<file path="config.mk">
export PLATFORM = sky130hd
export DESIGN_NAME = mau_loop_ctrl
export DESIGN_NICKNAME = d
export VERILOG_FILES = /design/src/rtl/mau_pkg.sv /design/src/rtl/mau_rst_sync.sv /design/src/rtl/mau_route.sv /design/src/rtl/mau_sqe_timer.sv /design/src/rtl/mau_loop_ctrl.sv
export SDC_FILE = /design/constraint.sdc
export NUM_CORES = 1
export LEC_CHECK = 0
export ABC_CLOCK_PERIOD_IN_PS = 1300
export BUFFER_PORTS_ARGS = -buffer_cell sky130_fd_sc_hd__clkbuf_2
export CORE_MARGIN = 1.5
export CORE_UTILIZATION = 50
export DETAILED_ROUTE_END_ITERATION = 6
export PLACE_DENSITY = 0.8
export REMOVE_ABC_BUFFERS = 1
export SETUP_SLACK_MARGIN = 0.05
export SLEW_MARGIN = 20
export SYNTH_ARGS = -nofsm -noshare
export SYNTH_HDL_FRONTEND = slang
export SYNTH_SLANG_ARGS = --single-unit
export TNS_END_PERCENT = 50
</file>
<file path="constraint.sdc">
create_clock -name clk -period 1.3 [get_ports clk]
set_input_delay 0.13 -clock clk [delete_from_list [all_inputs] [get_ports clk]]
set_output_delay 0.13 -clock clk [all_outputs]
set_load 0.05 [all_outputs]
</file>
<file path="src/rtl/mau_pkg.sv">
package mau_pkg;

  typedef enum logic [1:0] {
    MODE_NORMAL = 2'd0,
    MODE_STA_LB = 2'd1,
    MODE_REP_LB = 2'd2
  } mau_mode_e;

  typedef enum logic [1:0] {
    HB_IDLE  = 2'd0,
    HB_WAIT  = 2'd1,
    HB_BURST = 2'd2
  } hb_state_e;

  typedef struct packed {
    logic tx_en;
    logic tx_src;
    logic di_en;
    logic di_src;
    logic xmt;
    logic rcv;
    logic coll;
  } mau_ctl_s;

  localparam logic TX_FROM_AUI = 1'b0;
  localparam logic TX_FROM_TP  = 1'b1;
  localparam logic DI_FROM_TP  = 1'b0;
  localparam logic DI_FROM_AUI = 1'b1;

endpackage

</file>
<file path="src/rtl/mau_rst_sync.sv">
module mau_rst_sync #(
  parameter int STAGES = 2
) (
  input  logic clk,
  input  logic rst_n,
  output logic rst_sync_n
);

  logic [STAGES-1:0] sync_q;

  always_ff @(posedge clk or negedge rst_n) begin
    if (!rst_n) begin
      sync_q <= '0;
    end else begin
      sync_q <= {sync_q[STAGES-2:0], 1'b1};
    end
  end

  assign rst_sync_n = sync_q[STAGES-1];

endmodule

</file>
<file path="src/rtl/mau_route.sv">
module mau_route
  import mau_pkg::*;
(
  input  mau_mode_e mode,
  input  logic      do_act,
  input  logic      rx_act,
  output mau_ctl_s  ctl
);

  always_comb begin
    ctl = '0;
    unique case (mode)
      MODE_NORMAL: begin
        ctl.tx_en  = do_act;
        ctl.tx_src = TX_FROM_AUI;
        ctl.di_en  = rx_act;
        ctl.di_src = DI_FROM_TP;
        ctl.xmt    = do_act;
        ctl.rcv    = rx_act;
        ctl.coll   = do_act & rx_act;
      end
      MODE_STA_LB: begin
        ctl.tx_en  = do_act;
        ctl.tx_src = TX_FROM_AUI;
        ctl.di_en  = rx_act;
        ctl.di_src = DI_FROM_TP;
        ctl.xmt    = do_act;
        ctl.rcv    = rx_act;
        ctl.coll   = 1'b0;
      end
      MODE_REP_LB: begin
        ctl.tx_en  = rx_act;
        ctl.tx_src = TX_FROM_TP;
        ctl.di_en  = do_act;
        ctl.di_src = DI_FROM_AUI;
        ctl.xmt    = rx_act;
        ctl.rcv    = do_act;
        ctl.coll   = 1'b0;
      end
      default: ctl = '0;
    endcase
  end

endmodule

</file>
<file path="src/rtl/mau_sqe_timer.sv">
module mau_sqe_timer
  import mau_pkg::*;
#(
  parameter int GAP_CYC   = 8,
  parameter int BURST_CYC = 10
) (
  input  logic clk,
  input  logic rst_n,
  input  logic arm,
  input  logic tx_act,
  output logic burst
);

  localparam int MAX_CYC = (GAP_CYC > BURST_CYC) ? GAP_CYC : BURST_CYC;
  localparam int CNT_W   = $clog2(MAX_CYC + 1);
  localparam logic [CNT_W-1:0] GAP_LAST   = CNT_W'(GAP_CYC - 1);
  localparam logic [CNT_W-1:0] BURST_LAST = CNT_W'(BURST_CYC - 1);

  hb_state_e        state_q, state_d;
  logic [CNT_W-1:0] cnt_q, cnt_d;
  logic             cnt_en;
  logic             tx_q;

  always_comb begin
    state_d = state_q;
    cnt_d   = cnt_q;
    cnt_en  = 1'b0;
    if (!arm || tx_act) begin
      state_d = HB_IDLE;
      cnt_d   = '0;
      cnt_en  = 1'b1;
    end else begin
      unique case (state_q)
        HB_IDLE: begin
          if (tx_q) begin
            state_d = HB_WAIT;
            cnt_d   = '0;
            cnt_en  = 1'b1;
          end
        end
        HB_WAIT: begin
          cnt_en = 1'b1;
          if (cnt_q == GAP_LAST) begin
            state_d = HB_BURST;
            cnt_d   = '0;
          end else begin
            cnt_d = cnt_q + 1'b1;
          end
        end
        HB_BURST: begin
          cnt_en = 1'b1;
          if (cnt_q == BURST_LAST) begin
            state_d = HB_IDLE;
            cnt_d   = '0;
          end else begin
            cnt_d = cnt_q + 1'b1;
          end
        end
        default: begin
          state_d = HB_IDLE;
          cnt_d   = '0;
          cnt_en  = 1'b1;
        end
      endcase
    end
  end

  always_ff @(posedge clk or negedge rst_n) begin
    if (!rst_n) begin
      state_q <= HB_IDLE;
      tx_q    <= 1'b0;
    end else begin
      state_q <= state_d;
      tx_q    <= tx_act;
    end
  end

  always_ff @(posedge clk or negedge rst_n) begin
    if (!rst_n) begin
      cnt_q <= '0;
    end else if (cnt_en) begin
      cnt_q <= cnt_d;
    end
  end

  assign burst = (state_q == HB_BURST);

endmodule

</file>
<file path="src/rtl/mau_loop_ctrl.sv">
module mau_loop_ctrl
  import mau_pkg::*;
#(
  parameter int SQE_GAP_CYC = 8,
  parameter int SQE_LEN_CYC = 10,
  parameter int RST_STAGES  = 2
) (
  input  logic clk,
  input  logic rst_n,
  input  logic tp_test,
  input  logic sqe_test_n,
  input  logic link_ok,
  input  logic aui_do_act,
  input  logic tp_rx_act,
  output logic tx_en,
  output logic tx_src,
  output logic di_en,
  output logic di_src,
  output logic xmt,
  output logic rcv,
  output logic ci_en
);

  logic      rst_int_n;
  mau_mode_e mode;
  mau_ctl_s  ctl_d, ctl_q;
  logic      hb_arm;
  logic      hb_burst;

  mau_rst_sync #(
    .STAGES(RST_STAGES)
  ) i_rst_sync (
    .clk       (clk),
    .rst_n     (rst_n),
    .rst_sync_n(rst_int_n)
  );

  always_comb begin
    if (tp_test) begin
      mode = MODE_NORMAL;
    end else if (sqe_test_n) begin
      mode = MODE_REP_LB;
    end else begin
      mode = MODE_STA_LB;
    end
  end

  assign hb_arm = (mode == MODE_NORMAL) && !sqe_test_n && link_ok;

  mau_route i_route (
    .mode  (mode),
    .do_act(aui_do_act),
    .rx_act(tp_rx_act),
    .ctl   (ctl_d)
  );

  mau_sqe_timer #(
    .GAP_CYC  (SQE_GAP_CYC),
    .BURST_CYC(SQE_LEN_CYC)
  ) i_sqe_timer (
    .clk   (clk),
    .rst_n (rst_int_n),
    .arm   (hb_arm),
    .tx_act(aui_do_act),
    .burst (hb_burst)
  );

  always_ff @(posedge clk or negedge rst_int_n) begin
    if (!rst_int_n) begin
      ctl_q <= '0;
    end else begin
      ctl_q <= ctl_d;
    end
  end

  assign tx_en  = ctl_q.tx_en;
  assign tx_src = ctl_q.tx_src;
  assign di_en  = ctl_q.di_en;
  assign di_src = ctl_q.di_src;
  assign xmt    = ctl_q.xmt;
  assign rcv    = ctl_q.rcv;
  assign ci_en  = ctl_q.coll | hb_burst;

endmodule

</file>
Yosys cells after proc, flatten, opt, wreduce, memory -nomap -nowiden --
Cells that the tools add are included. W data, S select, Z words.
Word-level totals: bits in registers 16, bits of input ports 7
Operators by class: $add $sub $neg 1, equal/unequal tests 9, multiplexer cells 16, bitwise gates (word level) 2, reductions and logical operators 9
Operators by type and width (number):
- $pmux W7 S3 | 1
- $mux W4 | 4
- $mux W2 | 6
- $pmux W4 S3 | 1
- $ne A3 B1 Y1 const B | 3
- $pmux W2 S3 | 1
- $add A4 B1 Y4 const B | 1
- $eq A2 B1 Y1 const B | 2
- $eq A2 B2 Y1 const B | 2
- $eq A4 B3 Y1 const B | 1
- $eq A4 B4 Y1 const B | 1
- $logic_not A2 Y1 | 2
- $mux W1 | 3
- $reduce_and A3 Y1 | 1
- $logic_and A1 B1 Y1 | 2
- $logic_not A1 Y1 | 2
- $reduce_and A2 Y1 | 1
- $and A1 B1 Y1 | 1
- $logic_or A1 B1 Y1 | 1
- $or A1 B1 Y1 | 1

Longest topological paths before layout --
depth after elaboration 9, depth in mapped cells 6, gate-level depth less buffers 6

Modules after synthesis --
Synthesis repeated with hierarchy kept, for this count alone.
Unflattened totals: cells, all modules 74, area, all modules 789.5 um^2
By module, submodules not included:
- mau_sqe_timer | instances 1, cells an instance 50, area each 457.9 um^2, seq. area each 175.2 um^2
- mau_loop_ctrl | instances 1, cells an instance 11, area each 203.9 um^2, seq. area each 175.2 um^2
- mau_route | instances 1, cells an instance 10, area each 73.8 um^2, seq. area each 0.0 um^2
- mau_rst_sync | instances 1, cells an instance 3, area each 53.8 um^2, seq. area each 50.0 um^2

Worst setup path after synthesis --
OpenSTA, ideal clock, no wires.
kind reg-to-reg, from register i_sqe_timer.state_q[0], to register i_sqe_timer.cnt_q[1], library setup time 0.092 ns, arrival 1.553 ns, setup slack -0.345 ns, stages on the path, launching flop included 6, path buffers 0, path through dfrtp_1 > inv_1 > ha_1 > and4bb_2 > or4_4 > o31ai_2
Between the ends: cells in the longest elaborated chain, start to end 4, elaborated cells on any way between the ends 9, those cells by class eq/ne: 3; mux: 4; reduce/logical: 2
Ends and longest elaborated chain:
- from (decl) | RTL line mau_sqe_timer.sv:19 | hb_state_e state_q, state_d;
- from (signal assigned) | RTL line mau_sqe_timer.sv:73 | state_q <= state_d;
- $logic_not A2 Y1 | RTL line mau_sqe_timer.sv:33 | unique case (state_q)
- $mux W1 | RTL line mau_sqe_timer.sv:33
- $mux W1 | RTL line mau_sqe_timer.sv:28 | if (!arm || tx_act) begin
- $reduce_and A2 Y1 (no line)
- to (signal assigned) | RTL line mau_sqe_timer.sv:82 | cnt_q <= cnt_d;
- to (decl) | RTL line mau_sqe_timer.sv:20 | logic [CNT_W-1:0] cnt_q, cnt_d;
Several ways; a longest one is shown, not always the timed one. A chain may end at the register's enable or synchronous reset.

Worst setup path in the final report --
from register i_sqe_timer.state_q[1], to register i_sqe_timer.cnt_q[1]
The elaborated chain is that of the path after synthesis.

==> out/qor.txt <==
Final Cycle Share - 1.35
Synth area leader - dfrtp_1
failing checks - setup timing
worst-skew pair later-pin latency - 0.28 ns
post-synth cell types - 26
vias in the first global route - 591
DR vias - 580
clock root cell - clkbuf_4
worst path required time - 1.49 ns
# setup viols final - 7
peak supply drop - 0.644 mV
clk buf depth - 2
CTS Buf Count - 3
Ys Warns - 0
Worst-path clk slew - 0.08 ns
DR iter-0 viols - 1
final setup TNS - -2.38 ns
Place WS - -0.452 ns
Adder-Cell Fraction of Synth Area - 0.122
sequential area share after synthesis - 0.453
post-route ant nets - 0
synthesized area per cell - 11.4 µm²
Max Freq - 571 MHz
largest net degree at the start of global routing - 12
Die W - 40.9 µm
Setup crit start kind - flip-flop
Synth top area share - 0.453
num ports - 14
multiplexer share of the synthesized area - 0.0749
TritonCTS clock tree - yes
gr ovfl total - 0
layout cells sized above 1 - 0.596
Final WS setup - -0.451 ns
outcome - finished, violations left
die height - 40.9 µm
crit path time final - 1.75 ns
vias per cell - 5.09
DRC Markers - 0
H-tree Lvls - 1
critical path fanouts, max - 3
most area-consuming cells after synthesis - dfrtp_1 (45%), ha_1 (12%), mux2_2 (4.7%), nand4bb_4 (3.8%), buf_4 (3.1%)
reg2reg setup slack - -0.45 ns
DP Cell Count - 100
number of diodes - 0
post-synthesis register bit count - 13
crit end category - flip-flop
WS Path Type - reg -> reg
die area - 1670 µm²
pwr dens - 774 nW/µm²
dpl hpwl - 1120 µm
worst hold path type - in -> reg
Fin. Hold Viols - 0
unrepaired setup endpoints after global routing - true
worst clock skew - 0.00540 ns
placer congestion estimate - 0.763
Post-Syn Instances - 63
Area Growth Syn to Fin - 47.7%
mapped cell area - 718 µm²
main combinational cell family by area after synthesis - simple AND/OR/NAND/NOR gates
compound-cell area share of the yosys netlist - 0.0749
GRT Resource Usage Total - 0.246
Worst Path Arrival - 1.94 ns
max-capacitance violation count - 0
Non-Filler Instances - 114
DRT Wirelength - 1720 µm
area occupied by multi-input gates - 433 µm²
# fillers - 81
fin nets - 114
antenna violations before repair - 0
Synth Area in XOR/XNOR - 0
Synth Area in Simple Gates - 0.218
Core Box Area - 1320 µm²
clock sink total - 13
WL/cell - 15.1 µm
drt first pass iters - 2
Port Buf Inserts - 13
first-pass GRT wire length - 2570 µm
Leak - 0.496 nW
Site Rows - 13
Final Slew Violations - 0
FF/Latch Area - 325 µm²
starting density of the core - 0.545
-- metrics by stage --
stage	hold WS [ns]	util	power (mW)	instance area, µm²
2_1_floorplan	-0.166	-	0.510	696
3_3_place_gp	-0.0845	0.660	0.554	870
3_5_place_dp	-0.0826	0.660	0.558	870
4_1_cts	0.0844	0.740	0.817	975
5_1_grt	0.0882	0.805	0.853	1060
6_report	0.0830	0.805	0.822	1060
-- cell usage after synthesis --
master     instances
o31ai_2            1
nand2_1            3
a21oi_1            1
inv_1              4
conb_1             1
mux2i_1            2
nand4bb_4          1
nor2b_1            1
or4_4              1
nand3b_1           1
a22o_1             1
o31ai_1            1
and3_1             1
or2_0              1
o21ai_1            2
and4bb_2           1
buf_4              3
and3_2             1
o21ai_0            2
mux2_2             3
ha_1               7
nor4bb_1           1
or2_2              2
dfrtp_1           13
nand2b_1           3
nor2_1             5
-- where the power goes --
group | internal [mW] | switching [mW]
Clock | 0.119 | 0.138
Combinational | 0.0507 | 0.0845
Sequential | 0.417 | 0.0125
Total | 0.586 | 0.235
-- cell type report --
cell class	instances	area share
tap	15	0.0177
sequential	13	0.307
clock buffer	4	0.0248
timing repair buffer	35	0.229
inverter	4	0.0142
multi-input combinational	43	0.408
-- sequential cells by signal, indices dropped and copies added, names as in the netlist --
register / count
tx_en: 1
i_sqe_timer.tx_q: 1
di_src: 1
ctl_q: 1
di_en: 1
i_sqe_timer.cnt_q: 4
i_rst_sync.sync_q: 2
i_sqe_timer.state_q: 2
-- worst paths after layout --
kind,from,endpoint,cells past startpoint
min in group asynchronous,rst_n,i_rst_sync.sync_q[0],2
worst min-delay path,aui_do_act,i_sqe_timer.tx_q,2
worst min register to register,i_rst_sync.sync_q[1],i_sqe_timer.cnt_q[2],0
worst max-delay path,i_sqe_timer.state_q[1],i_sqe_timer.cnt_q[1],6
max in group asynchronous,i_rst_sync.sync_q[1],di_en,0
worst max register to register,i_sqe_timer.state_q[1],i_sqe_timer.cnt_q[1],6
-- cell families after synthesis --
| group | after synthesis |
|---|---|
| multiplexers | 5 |
| buffers and inverters | 7 |
| AO/OA/AOI/OAI | 8 |
| other | 1 |
| adder cells (fa/ha/maj) | 7 |
| flip-flops | 13 |
| AND/OR/NAND/NOR | 22 |
-- worst max-delay path, cell delays in order (launching register included) --
cell,delay (ns)
dfrtp_1,0.39
inv_2,0.09
ha_4,0.27
inv_2,0.02
or2_4,0.24
or4_4,0.46
o31ai_4,0.18
-- cell usage in the layout (no fill, tap or decap), types with 2 or more instances in the layout --
cell / synthesis / final
buf_4: 3 / 21
or2_2: 2 / 2
nor2_1: 5 / 4
clkbuf_2: 0 / 12
nand2b_1: 3 / 3
mux2i_1: 2 / 2
clkbuf_4: 0 / 3
o21ai_0: 2 / 2
nand2_1: 3 / 3
dfrtp_1: 13 / 13
mux2_2: 3 / 3
ha_4: 0 / 3
ha_1: 7 / 3
inv_2: 0 / 3
-- repair_timing --
action	CTS	global route
pin swaps	1	4
resized for setup	11	9
hold buffers	1	0
endpoints found under the setup margin	7	7
endpoints found under the hold margin	2	0
buffers inserted	3	6
-- routing by layer --
layer,vias up,part of all wire,GRT usage
li1,286,-,-
met1,279,0.39,0.259
met2,11,0.56,0.426
met3,4,0.032,0.0761
met4,0,0.011,0.142
met5,-,0,0
No activity file was read; power rests on OpenSTA's default activity.
